File: src/rtl/sbo_pkg.sv
package sbo_pkg;
    // Index width for a circular buffer; never below one bit.
    function automatic int idx_width(input int depth);
        return (depth > 1) ? $clog2(depth) : 1;
    endfunction

    // Occupancy counter width able to hold the value depth.
    function automatic int cnt_width(input int depth);
        return $clog2(depth + 1);
    endfunction
endpackage

File: src/rtl/sbo_cmp_tracker.sv
module sbo_cmp_tracker #(
    parameter int ADDR_W = 32,
    parameter int TAG_W  = 4,
    parameter int DEPTH  = 8
) (
    input  logic                          clk,
    input  logic                          rst_n,
    input  logic                          push,
    input  logic [ADDR_W-1:0]             push_addr,
    input  logic [TAG_W-1:0]              push_tag,
    input  logic                          pop,
    output logic [DEPTH-1:0]              occ,
    output logic [DEPTH-1:0][ADDR_W-1:0]  slot_addr,
    output logic [DEPTH-1:0]              head_onehot,
    output logic [ADDR_W-1:0]             head_addr,
    output logic [TAG_W-1:0]              head_tag,
    output logic                          empty,
    output logic                          full
);
    localparam int IDX_W = sbo_pkg::idx_width(DEPTH);
    localparam int CNT_W = sbo_pkg::cnt_width(DEPTH);

    typedef struct packed {
        logic [DEPTH-1:0][ADDR_W-1:0] addr;
        logic [DEPTH-1:0][TAG_W-1:0]  tag;
        logic [DEPTH-1:0]             occ;
        logic [IDX_W-1:0]             wr;
        logic [IDX_W-1:0]             rd;
        logic [CNT_W-1:0]             cnt;
    } trk_t;

    trk_t q, d;

    always_comb begin
        d = q;
        if (pop) begin
            d.occ[q.rd] = 1'b0;
            d.rd = (q.rd == IDX_W'(DEPTH - 1)) ? '0 : q.rd + 1'b1;
        end
        if (push) begin
            d.addr[q.wr] = push_addr;
            d.tag[q.wr]  = push_tag;
            d.occ[q.wr]  = 1'b1;
            d.wr = (q.wr == IDX_W'(DEPTH - 1)) ? '0 : q.wr + 1'b1;
        end
        d.cnt = q.cnt + CNT_W'(push) - CNT_W'(pop);
    end

    always_ff @(posedge clk or negedge rst_n) begin
        if (!rst_n) q <= '0;
        else        q <= d;
    end

    always_comb begin
        head_onehot = '0;
        head_onehot[q.rd] = 1'b1;
    end

    assign occ       = q.occ;
    assign slot_addr = q.addr;
    assign head_addr = q.addr[q.rd];
    assign head_tag  = q.tag[q.rd];
    assign empty     = (q.cnt == '0);
    assign full      = (q.cnt == CNT_W'(DEPTH));
endmodule

File: src/rtl/sbo_line_match.sv
module sbo_line_match #(
    parameter int ADDR_W = 32,
    parameter int DEPTH  = 8,
    parameter int OFS_W  = 6
) (
    input  logic [ADDR_W-1:0]             probe_addr,
    input  logic [DEPTH-1:0][ADDR_W-1:0]  slot_addr,
    input  logic [DEPTH-1:0]              occ,
    output logic [DEPTH-1:0]              hit
);
    for (genvar s = 0; s < DEPTH; s++) begin : g_cmp
        assign hit[s] = occ[s] &&
            (slot_addr[s][ADDR_W-1:OFS_W] == probe_addr[ADDR_W-1:OFS_W]);
    end
endmodule

File: src/rtl/sbo_snp_queue.sv
module sbo_snp_queue #(
    parameter int ADDR_W = 32,
    parameter int TAG_W  = 4,
    parameter int DEPTH  = 4,
    parameter int CDEPTH = 8
) (
    input  logic                 clk,
    input  logic                 rst_n,
    input  logic                 push,
    input  logic [ADDR_W-1:0]    push_addr,
    input  logic [TAG_W-1:0]     push_tag,
    input  logic [CDEPTH-1:0]    push_mask,
    input  logic [CDEPTH-1:0]    clr,
    input  logic                 pop,
    output logic                 head_valid,
    output logic [ADDR_W-1:0]    head_addr,
    output logic [TAG_W-1:0]     head_tag,
    output logic                 full
);
    localparam int IDX_W = sbo_pkg::idx_width(DEPTH);
    localparam int CNT_W = sbo_pkg::cnt_width(DEPTH);

    typedef struct packed {
        logic [DEPTH-1:0][ADDR_W-1:0] addr;
        logic [DEPTH-1:0][TAG_W-1:0]  tag;
        logic [DEPTH-1:0][CDEPTH-1:0] mask;
        logic [IDX_W-1:0]             wr;
        logic [IDX_W-1:0]             rd;
        logic [CNT_W-1:0]             cnt;
    } snq_t;

    snq_t q, d;

    always_comb begin
        d = q;
        for (int i = 0; i < DEPTH; i++) begin
            d.mask[i] = q.mask[i] & ~clr;
        end
        if (pop) begin
            d.rd = (q.rd == IDX_W'(DEPTH - 1)) ? '0 : q.rd + 1'b1;
        end
        if (push) begin
            d.addr[q.wr] = push_addr;
            d.tag[q.wr]  = push_tag;
            d.mask[q.wr] = push_mask;
            d.wr = (q.wr == IDX_W'(DEPTH - 1)) ? '0 : q.wr + 1'b1;
        end
        d.cnt = q.cnt + CNT_W'(push) - CNT_W'(pop);
    end

    always_ff @(posedge clk or negedge rst_n) begin
        if (!rst_n) q <= '0;
        else        q <= d;
    end

    assign head_valid = (q.cnt != '0) && (q.mask[q.rd] == '0);
    assign head_addr  = q.addr[q.rd];
    assign head_tag   = q.tag[q.rd];
    assign full       = (q.cnt == CNT_W'(DEPTH));
endmodule

File: src/rtl/snoop_order_queue.sv
module snoop_order_queue #(
    parameter int ADDR_W     = 32,
    parameter int TAG_W      = 4,
    parameter int CMP_DEPTH  = 8,
    parameter int SNP_DEPTH  = 4,
    parameter int LINE_BYTES = 64
) (
    input  logic              clk,
    input  logic              rst_n,
    input  logic              cmp_in_valid,
    output logic              cmp_in_ready,
    input  logic [ADDR_W-1:0] cmp_in_addr,
    input  logic [TAG_W-1:0]  cmp_in_tag,
    input  logic              snp_in_valid,
    output logic              snp_in_ready,
    input  logic [ADDR_W-1:0] snp_in_addr,
    input  logic [TAG_W-1:0]  snp_in_tag,
    output logic              cmp_out_valid,
    input  logic              cmp_out_ready,
    output logic [ADDR_W-1:0] cmp_out_addr,
    output logic [TAG_W-1:0]  cmp_out_tag,
    output logic              snp_out_valid,
    input  logic              snp_out_ready,
    output logic [ADDR_W-1:0] snp_out_addr,
    output logic [TAG_W-1:0]  snp_out_tag
);
    localparam int OFS_W = $clog2(LINE_BYTES);

    logic                            trk_empty, trk_full;
    logic [CMP_DEPTH-1:0]            trk_occ, trk_head_oh, line_hit;
    logic [CMP_DEPTH-1:0][ADDR_W-1:0] trk_addr;
    logic                            snq_full, snq_head_valid;
    logic                            cmp_push, cmp_pop, snp_push, snp_pop;
    logic [CMP_DEPTH-1:0]            leave_mask, dep_mask;

    assign cmp_in_ready = !trk_full;
    assign snp_in_ready = !snq_full;
    assign cmp_push     = cmp_in_valid && cmp_in_ready;
    assign snp_push     = snp_in_valid && snp_in_ready;
    assign cmp_out_valid = !trk_empty;
    assign cmp_pop      = cmp_out_valid && cmp_out_ready;
    assign snp_out_valid = snq_head_valid;
    assign snp_pop      = snp_out_valid && snp_out_ready;

    // A completion leaving this cycle no longer counts as pending.
    always_comb begin
        leave_mask = cmp_pop ? trk_head_oh : '0;
        dep_mask   = line_hit & ~leave_mask;
    end

    sbo_cmp_tracker #(.ADDR_W(ADDR_W), .TAG_W(TAG_W), .DEPTH(CMP_DEPTH)) u_trk (
        .clk(clk), .rst_n(rst_n),
        .push(cmp_push), .push_addr(cmp_in_addr), .push_tag(cmp_in_tag),
        .pop(cmp_pop),
        .occ(trk_occ), .slot_addr(trk_addr), .head_onehot(trk_head_oh),
        .head_addr(cmp_out_addr), .head_tag(cmp_out_tag),
        .empty(trk_empty), .full(trk_full)
    );

    sbo_line_match #(.ADDR_W(ADDR_W), .DEPTH(CMP_DEPTH), .OFS_W(OFS_W)) u_match (
        .probe_addr(snp_in_addr), .slot_addr(trk_addr), .occ(trk_occ),
        .hit(line_hit)
    );

    sbo_snp_queue #(.ADDR_W(ADDR_W), .TAG_W(TAG_W), .DEPTH(SNP_DEPTH),
                    .CDEPTH(CMP_DEPTH)) u_snq (
        .clk(clk), .rst_n(rst_n),
        .push(snp_push), .push_addr(snp_in_addr), .push_tag(snp_in_tag),
        .push_mask(dep_mask), .clr(leave_mask), .pop(snp_pop),
        .head_valid(snq_head_valid), .head_addr(snp_out_addr),
        .head_tag(snp_out_tag), .full(snq_full)
    );
endmodule

File: config.mk
export PLATFORM = sky130hd
export DESIGN_NAME = snoop_order_queue
export DESIGN_NICKNAME = d
export VERILOG_FILES = /design/src/rtl/sbo_pkg.sv /design/src/rtl/sbo_cmp_tracker.sv /design/src/rtl/sbo_line_match.sv /design/src/rtl/sbo_snp_queue.sv /design/src/rtl/snoop_order_queue.sv
export SDC_FILE = /design/constraint.sdc
export NUM_CORES = 1
export LEC_CHECK = 0
export ABC_AREA = 0
export BUFFER_PORTS_ARGS = -buffer_cell sky130_fd_sc_hd__buf_2
export CAP_MARGIN = 10
export CORE_ASPECT_RATIO = 0.9
export CORE_MARGIN = 4
export CORE_UTILIZATION = 35
export CTS_CLUSTER_DIAMETER = 50
export DETAILED_ROUTE_END_ITERATION = 10
export HOLD_SLACK_MARGIN = 0.15
export SLEW_MARGIN = 20
export SYNTH_ARGS = -nofsm -noshare
export SYNTH_HDL_FRONTEND = slang
export SYNTH_SLANG_ARGS = --single-unit
File: constraint.sdc
create_clock -name clk -period 3.5 [get_ports clk]
set_input_delay 0.175 -clock clk [delete_from_list [all_inputs] [get_ports clk]]
set_output_delay 0.175 -clock clk [all_outputs]
set_load 0.02 [all_outputs]
==> results.toml, run 1 <==
[status]
status = "finished, final reports clean"

[synth]
yosys.area.top_type_share_pct = 50.9
synth_area_leaders = "dfrtp_1 (51%), mux2_2 (20%), mux4_2 (10%)"
synth-edff-count = 0
synth_cell_type_count = 46
synthCells = 1662
netlist_area_mm2 = 0.0240
async_flop_share_pct = 100
seq_area_frac_synth_pct = 50.9
yosysWarnings = 0
syn_nets = 1759
yosys.area.top_type = "dfrtp_1"
synthFlopType = "dfrtp_1"
ys_ff_latch = 489
syn_avg_cell_area_um2 = 14.5

[power]
peakVddDrop_mv = 0.534
leakagePower_nw = 12.1
powerDensity_mw_per_mm2 = 1050
power_mw = 29.9

[clock_tree]
cts_hold_buffers = 74
clock_latency_ns = 0.62
cts_tree = "built"
path_clk_slew_ns = 0.06
htree_levels = 2
cts_num_sinks = 489
cts_root_buffer = "clkbuf_16"
cts_resized = 0
cts_made_buffers = 57
post_cts_buffers = 0
cts_buffer_depth = 3

[route]
vias = 15200
drtIter0Drc = 1029
drc_errors = 0
avgViaCountPerCell = 5.43
ant_nets = 0
dr.pass1.iters = 5
detail_route.wl_per_cell_um = 25.2
drt-total-wl_mm = 70.7

[run]
max-cap-violations = 0

[hold_path]
min_path_cells = 2
min_from = "snp_in_addr[15]"
min_path_type = "primary input to flip-flop"
hold_end = "u_snq.q[70]"

[critical_path]
cpPeakStageDelay_ns = 0.97
arrival_ns = 3.01
r2r_setup_slack_ns = 0.91
r2r_cells = 8
cp_cell_sequence = "buf_4 > mux4_2 > mux2_2 > buf_2"
r2r_start = "u_trk.q[2]"
crit_family = "flip-flops"
critPathBufInv = 2
worstSetupEndpointType = "output port"
cp.required_ns = 3.32
crit_fanout = 38
cp_slowest_cell = "dfrtp_4"
r2r_end = "u_trk.slot_addr[221]"
crit_type = "flip-flop to output port"
startpoint_type = "flip-flop"

[sta]
fmaxAchievable_mhz = 314
setup_violations = 0
tns_ns = 0
period_needed_ns = 3.18
rsz0062_at_grt = "no"
fin_crit_sh_pct = 91.0
maxSlewHeadroom_pct = 36.8
worst_pin_slew_ns = 0.940
drv_slew = 0
fin_skew_ns = 0.0252
finalHoldViolations = 0

[global_routing]
grt_overflow = 0
grt_pass1_vias = 16300
grt_start_max_net_pins = 85
grt_first_pass_wirelength_mm = 107
grt_usage_pct = 19.3
antenna_found_initial = 3

[die]
start_util_pct = 35.6
coreArea_mm2 = 0.0676
die_y_um = 257
die_x_um = 284
rows = 90
dieArea_mm2 = 0.0729
ios = 154

[placement]
dp_hpwl_mm = 49.4
gp_congestion = 0.901
io_buffer_count = 153

[layout]
fin_nets = 1976
drive_gt1_share_pct = 44.8
layout_common_cells = "dfrtp_1 (484), mux2_2 (433), buf_2 (152)"
nFillCells = 6180
final_common_cell = "dfrtp_1"
syn_to_final_growth_pct = 19.1
-- area by class of cell --
type,instances,area (um^2),share of cell area [%]
sequential,489,12200,42.8
multi-input combinational,1045,11200,39.0
timing repair buffer,268,1950,6.82
clock buffer,78,1650,5.75
tap,874,1090,3.82
clock inverter,30,439,1.53
inverter,18,72.6,0.253
antenna,2,5.00,0.0175
-- worst max-delay path by stage --
| stage | slack [ns] | cells after the start | endpoint | start |
|---|---|---|---|---|
| 2_1_floorplan | 1.06 | 11 | u_trk.q[2] | u_trk.q[2] |
| 6_report | 0.32 | 4 | cmp_out_addr[23] | u_trk.q[4] |
| 5_1_grt | 0.15 | 4 | cmp_out_addr[12] | u_trk.q[4] |
| 3_5_place_dp | 0.89 | 8 | u_trk.slot_addr[214] | u_trk.q[2] |
| 3_3_place_gp | 0.92 | 11 | u_trk.q[2] | u_trk.q[2] |
| 4_1_cts | 0.23 | 4 | cmp_out_addr[23] | u_trk.q[4] |
-- state kept, by name, summed over array words and instances (netlist names) --
name             flops
u_trk.occ            8
u_snq.q            183
u_trk.slot_addr    256
u_trk.q             42
-- cells by family (layout without fill, tap and decap cells) --
family	count (synthesis)	after routing	share of synthesized area [%]
xor+xnor	208	208	7.58
flops	489	489	50.9
fa+ha+maj	19	19	1.05
other cells	0	2	0
buf+inv	128	394	2.69
simple gates	189	189	4.54
compound gates	57	57	1.37
mux	572	572	31.9
-- routing by layer --
metal  global-route usage, %  share of wire, %
met5                       0             0.028
met4                    4.01               1.8
met3                    3.75               6.2
met2                    30.6                47
met1                    27.8                45
-- where the power goes --
group	internal [mW]	switching [mW]	total (mW)
registers	8.36	2.28	10.6
clock network	4.05	2.50	6.54
logic	6.53	6.22	12.8
total	18.9	11.0	29.9
-- Yosys cell counts, types with 4 or more instances --
master,n
mux2_2,433
ha_1,17
buf_6,6
xnor2_1,137
dfrtp_1,489
inv_1,15
clkbuf_1,23
a21o_1,6
nor3_1,9
mux4_2,108
nand3_1,40
nand2_2,4
xor2_1,71
nor2_1,6
nand2_1,39
o21ai_0,30
nand4_1,36
buf_1,14
o21ai_1,12
nor4_1,28
buf_2,54
nor2b_1,4
mux2_1,31
buf_4,13
-- stage by stage --
| step | worst slack [ns] | area, um^2 | std cells | utilization (%) | hold WS [ns] |
|---|---|---|---|---|---|
| floorplan | 1.06 | 24000 | 1662 | - | -0.121 |
| global placement | 0.922 | 25800 | 2620 | 38.2 | 0.164 |
| detailed placement | 0.886 | 25800 | 2620 | 38.2 | 0.169 |
| CTS | 0.233 | 28600 | 2802 | 42.4 | 0.152 |
| global route | 0.151 | 28600 | 2802 | 42.4 | 0.178 |
| finish | 0.315 | 28600 | 2804 | 42.4 | 0.195 |
(Power assumes the default switching activity.)
==> run 2: changes to the inputs <==
--- a/config.mk
+++ b/config.mk
@@ -6,7 +6,7 @@
 export NUM_CORES = 1
 export LEC_CHECK = 0
 export ABC_AREA = 0
-export BUFFER_PORTS_ARGS = -buffer_cell sky130_fd_sc_hd__buf_2
+export BUFFER_PORTS_ARGS = -buffer_cell sky130_fd_sc_hd__clkbuf_2
 export CAP_MARGIN = 10
 export CORE_ASPECT_RATIO = 0.9
 export CORE_MARGIN = 4
==> constraint.sdc (replaced) <==
create_clock -name clk -period 2.8 [get_ports clk]
set_input_delay 0.14 -clock clk [delete_from_list [all_inputs] [get_ports clk]]
set_output_delay 0.14 -clock clk [all_outputs]
set_load 0.02 [all_outputs]
==> run 2 against run 1 <==
  * First-iteration DRC count decreased by 12%
  * Hold slack got worse by 0.023 ns
  * Clock power grew 25%
  * Critical path depth is the same
  * Register-to-register slack lost 0.58 ns
  * Sequential share of layout area is 0.63 points lower
  * Global-route usage fell by 0.057 points
  * Die area stayed put
  * Combinational power up 30%
  * Final cell count rose by 0.86%
  * Non-clock buffer count rose by 24
  * Sequential cell count unchanged
  * Critical endpoint unchanged
  * Highest routed layer unchanged
==> results.toml, run 2 (synthesis results as in run 1) <==
[run]
max-cap-violations = 0

[power]
leakagePower_nw = 12.3
powerDensity_mw_per_mm2 = 1300
power_mw = 37.8
peakVddDrop_mv = 0.615

[critical_path]
startpoint_type = "flip-flop"
arrival_ns = 2.56
r2r_cells = 9
cp.required_ns = 2.66
r2r_setup_slack_ns = 0.33
r2r_start = "u_snq.q[19]"
r2r_end = "u_snq.q[2]"
crit_type = "flip-flop to output port"
worstSetupEndpointType = "output port"
crit_fanout = 38

[sta]
fin_hold_ws_ns = 0.172
period_needed_ns = 2.70
drv_slew = 0
fin_skew_ns = 0.0252
finalHoldViolations = 0
layout_setup_ws_ns = 0.104
fin_crit_sh_pct = 96.3
maxSlewHeadroom_pct = 35.4
tns_ns = 0
setup_violations = 0
fmaxAchievable_mhz = 371
worst_pin_slew_ns = 0.968
rsz0062_at_grt = "no"

[route]
drtIter0Drc = 906
ant_nets = 0
vias = 15200
dr.pass1.iters = 5
avgViaCountPerCell = 5.39
detail_route.wl_per_cell_um = 24.9
drc_errors = 0
drt-total-wl_mm = 70.3

[layout]
final_common_cell = "dfrtp_1"
syn_to_final_growth_pct = 20.9
fin_nets = 2002
drive_gt1_share_pct = 45.6
fin_util_pct = 43.0
largest_reg_flops = 256
fin_area_mm2 = 0.0291
diodes = 0
layout_common_cells = "dfrtp_1 (484), mux2_2 (433), clkbuf_2 (152)"
final_cells = 2828

[global_routing]
grt_overflow = 0
grt_usage_pct = 19.2
antenna_found_initial = 2
grt_first_pass_wirelength_mm = 107
grt_pass1_vias = 16400
grt_start_max_net_pins = 99

[die]
start_util_pct = 35.6
rows = 90
coreArea_mm2 = 0.0676
die_x_um = 284
ios = 154
die_y_um = 257
dieArea_mm2 = 0.0729

[clock_tree]
cts_buffer_depth = 3
htree_levels = 2
cts_root_buffer = "clkbuf_16"
cts_made_buffers = 59
cts_num_sinks = 489
path_clk_slew_ns = 0.06
clock_latency_ns = 0.63
cts_tree = "built"

[placement]
gp_congestion = 0.889
dp_slack_ns = 0.355
place_area_mm2 = 0.0261
dp_hpwl_mm = 49.0
io_buffer_count = 153
dp.cells = 2638

[hold_path]
min_path_type = "primary input to asynchronous set/reset pin"

[status]
status = "finished, final reports clean"
## run 2: critical path, stage by stage (launching register included)
cell	delay [ns]
dfrtp_4	0.67
buf_12	0.30
mux4_2	0.43
mux2_2	0.29
clkbuf_2	0.17
## run 2: layer usage
layer | GRT usage (%) | vias up | share of wire (%)
li1 | - | 6597 | -
met1 | 26.9 | 8114 | 44
met2 | 30.1 | 428 | 46
met3 | 4.85 | 103 | 7.2
met4 | 4.78 | 4 | 2.3
met5 | 0 | - | 0.038
## run 2: how the worst max path moves through the flow
stage | startpoint | to | slack, ns | depth (start not counted)
after floorplan | u_trk.q[2] | u_trk.q[2] | 0.36 | 11
after global placement | u_snq.q[19] | u_snq.q[2] | 0.40 | 9
after detailed placement | u_snq.q[19] | u_snq.q[2] | 0.36 | 9
after CTS | u_trk.q[5] | cmp_out_addr[2] | 0.002 | 4
after global routing | u_trk.q[5] | cmp_out_addr[23] | 0.02 | 4
final | u_trk.q[5] | cmp_out_addr[23] | 0.10 | 4
## run 2: timing repair
item	CTS	global route
gates resized for setup	0	2
gates cloned	0	0
hold buffers	74	0
buffers inserted	6	0
endpoints found under the hold margin	512	0
setup endpoints to repair	31	30
## run 2: layout make-up
class,instances,area (um^2)
fillers,6161,38500
repair buffers,292,2360
inverters,18,72.6
well taps,874,1090
clock buffers,78,1670
flip-flops and latches,489,12200
multi-input cells,1045,11200
clock inverters,32,449
## run 2: power by group
part / switching (mW) / leakage [nW] / total [mW] / internal [mW]
logic: 8.17 / 5.33 / 16.6 / 8.44
registers: 2.55 / 5.95 / 13.0 / 10.5
clock network: 3.20 / 1.04 / 8.17 / 4.97
==> run 3: changes to the inputs <==
--- a/config.mk
+++ b/config.mk
@@ -5,10 +5,10 @@
 export SDC_FILE = /design/constraint.sdc
 export NUM_CORES = 1
 export LEC_CHECK = 0
-export ABC_AREA = 0
+export ABC_AREA = 1
 export BUFFER_PORTS_ARGS = -buffer_cell sky130_fd_sc_hd__clkbuf_2
 export CAP_MARGIN = 10
-export CORE_ASPECT_RATIO = 0.9
+export CORE_ASPECT_RATIO = 1.75
 export CORE_MARGIN = 4
 export CORE_UTILIZATION = 35
 export CTS_CLUSTER_DIAMETER = 50
==> run 3 against run 2 <==
  * Sequential power is 5% lower
  * Largest power group unchanged
  * Critical path type unchanged
  * Final cell count grew 47%
  * Register-to-register slack better by 0.09 ns
==> results.toml, run 3 <==
[status]
status = "finished, final reports clean"

[clock_tree]
post_cts_buffers = 0
cts_tree = "built"
cts_buffer_depth = 3
path_clk_slew_ns = 0.07
clock_latency_ns = 0.60
cts_made_buffers = 47
cts_root_buffer = "clkbuf_16"
cts_num_sinks = 489
htree_levels = 2

[route]
detail_route.wl_per_cell_um = 20.2
vias = 21700
dr.pass1.iters = 6
ant_nets = 0
drtIter0Drc = 1658
drt-total-wl_mm = 84.1
avgViaCountPerCell = 5.21
drc_errors = 0

[die]
coreArea_mm2 = 0.0707
rows = 129
start_util_pct = 35.3
die_x_um = 210
ios = 154
die_y_um = 361
dieArea_mm2 = 0.0758

[critical_path]
crit_type = "flip-flop to output port"
arrival_ns = 2.58
worstSetupEndpointType = "output port"
startpoint_type = "flip-flop"
crit_fanout = 31
cp.required_ns = 2.66

[synth]
netlist_top_cells_count = "nand2_1 (822), dfrtp_1 (489), o21ai_0 (465), nor2_1 (273), inv_1 (187)"
synth_compound_area_share_pct = 17.4
yosys.area.top_type = "dfrtp_1"
yosysWarnings = 0
synthFlopType = "dfrtp_1"
ys_ff_latch = 489
seq_area_frac_synth_pct = 49.1
yosys.area.top_type_share_pct = 49.1
synth_cell_type_count = 39
yosys.area_share.simple_pct = 21.3
synth-xor-area-share_pct = 3.79
synth-edff-count = 0
syn_avg_cell_area_um2 = 8.06
synth_top_family_by_area = "simple AND/OR/NAND/NOR gates"
syn_nets = 3191
synthCells = 3094
synth_area_leaders = "dfrtp_1 (49%), nand2_1 (12%), o21ai_0 (9.3%)"
async_flop_share_pct = 100
yosysMostFrequentCell = "nand2_1"
synth_mux_area_share_pct = 0
synth_fa_ha_area_share_pct = 1.01
netlist_area_mm2 = 0.0249

[sta]
tns_ns = 0
maxSlewHeadroom_pct = 47.2
worst_pin_slew_ns = 0.792
finalHoldViolations = 0
period_needed_ns = 2.72
fin_hold_ws_ns = 0.139
rsz0062_at_grt = "no"
fmaxAchievable_mhz = 367
fin_crit_sh_pct = 97.2
fin_skew_ns = 0.0232
setup_violations = 0
drv_slew = 0

[placement]
io_buffer_count = 153
gp_congestion = 0.967
dp.cells = 4027
place_area_mm2 = 0.0266
dp_hpwl_mm = 59.1

[power]
leakagePower_nw = 13.7
power_mw = 34.4
powerDensity_mw_per_mm2 = 1200
peakVddDrop_mv = 0.500

[layout]
final_common_cell = "nand2_1"
syn_to_final_growth_pct = 15.2
nFillCells = 7400
layout_common_cells = "nand2_1 (822), dfrtp_1 (487), o21ai_0 (465)"
largest_reg_flops = 256
drive_gt1_share_pct = 11.3
final_cells = 4170
fin_area_mm2 = 0.0287
fin_nets = 3314

[global_routing]
grt_start_max_net_pins = 79
grt_overflow = 0
antenna_found_initial = 1
grt_first_pass_wirelength_mm = 129
grt_pass1_vias = 21500
grt_usage_pct = 21.7

[hold_path]
min_path_type = "primary input to asynchronous set/reset pin"

[run]
max-cap-violations = 0
## run 3: cell count changes after synthesis, sizes merged, moves of 108 or more
| cell | before | now |
|---|---|---|
| inv | 18 | 216 |
| mux2 | 464 | 0 |
| mux4 | 108 | 0 |
| nand2 | 43 | 833 |
| nor2 | 6 | 291 |
| o21ai | 42 | 643 |
## run 3: logic make-up after synthesis
kind of cell,after synthesis
XOR/XNOR,108
flip-flops,489
AO/OA/AOI/OAI,804
adder cells (fa/ha/maj),19
buffers and inverters,406
AND/OR/NAND/NOR,1268
## run 3: what timing repair did
action | 4_1_cts | 5_1_grt
endpoints found under the hold margin | 681 | 0
gates resized for setup | 0 | 2
hold buffers | 58 | 0
setup endpoints to repair | 0 | 2
## run 3: power by group
group	internal, mW	switching, mW	total (mW)
clock	3.70	2.89	6.59
combinational	5.22	10.3	15.5
sequential	10.1	2.29	12.4
total	19.0	15.4	34.4
## run 3: metrics by stage
stage,setup WS [ns],util [%]
global route,0.0148,40.6
finish,0.0784,40.6
detailed placement,0.415,37.6
CTS,0.0520,40.6
floorplan,0.579,-
global placement,0.446,37.6
## run 3: path summary, 6_finish.rpt
path,to,startpoint,slack [ns],cells after the start
max,cmp_out_addr[11],u_trk.q[5],0.08,6
min,u_trk.slot_addr[101],rst_n,0.14,2
max reg2reg,u_snq.q[2],u_snq.q[3],0.42,13
min reg2reg,u_snq.q[48],u_snq.q[48],0.48,2
max in group asynchronous,u_snq.q[121],rst_n,1.72,3
min in group clk,u_snq.q[160],snp_in_addr[9],0.18,3
## run 3: final cells by class
class	instances	area (um^2)	area share, %
Tap cell	917	1150	4.00
Antenna cell	1	2.50	0.00871
Timing Repair Buffer	264	2070	7.20
Multi-Input combinational cell	2199	10900	37.9
Clock inverter	19	186	0.649
Sequential cell	489	12200	42.6
Inverter	216	830	2.89
Clock buffer	65	1370	4.76
## run 3: routing by layer
layer | share of wire, % | global-route usage (%) | up-vias
li1 | - | - | 10400
met1 | 39 | 25.7 | 10500
met2 | 51 | 38.4 | 630
met3 | 4.5 | 2.52 | 197
met4 | 6.3 | 11.8 | 0
met5 | 0 | 0 | -
## run 3: critical path: stages, from the launching register on
cell       delay [ns]
dfrtp_1          0.52
inv_2            0.09
nor2_4           0.25
buf_12           0.27
o21ai_0          0.13
o2111ai_1        0.43
clkbuf_2         0.26
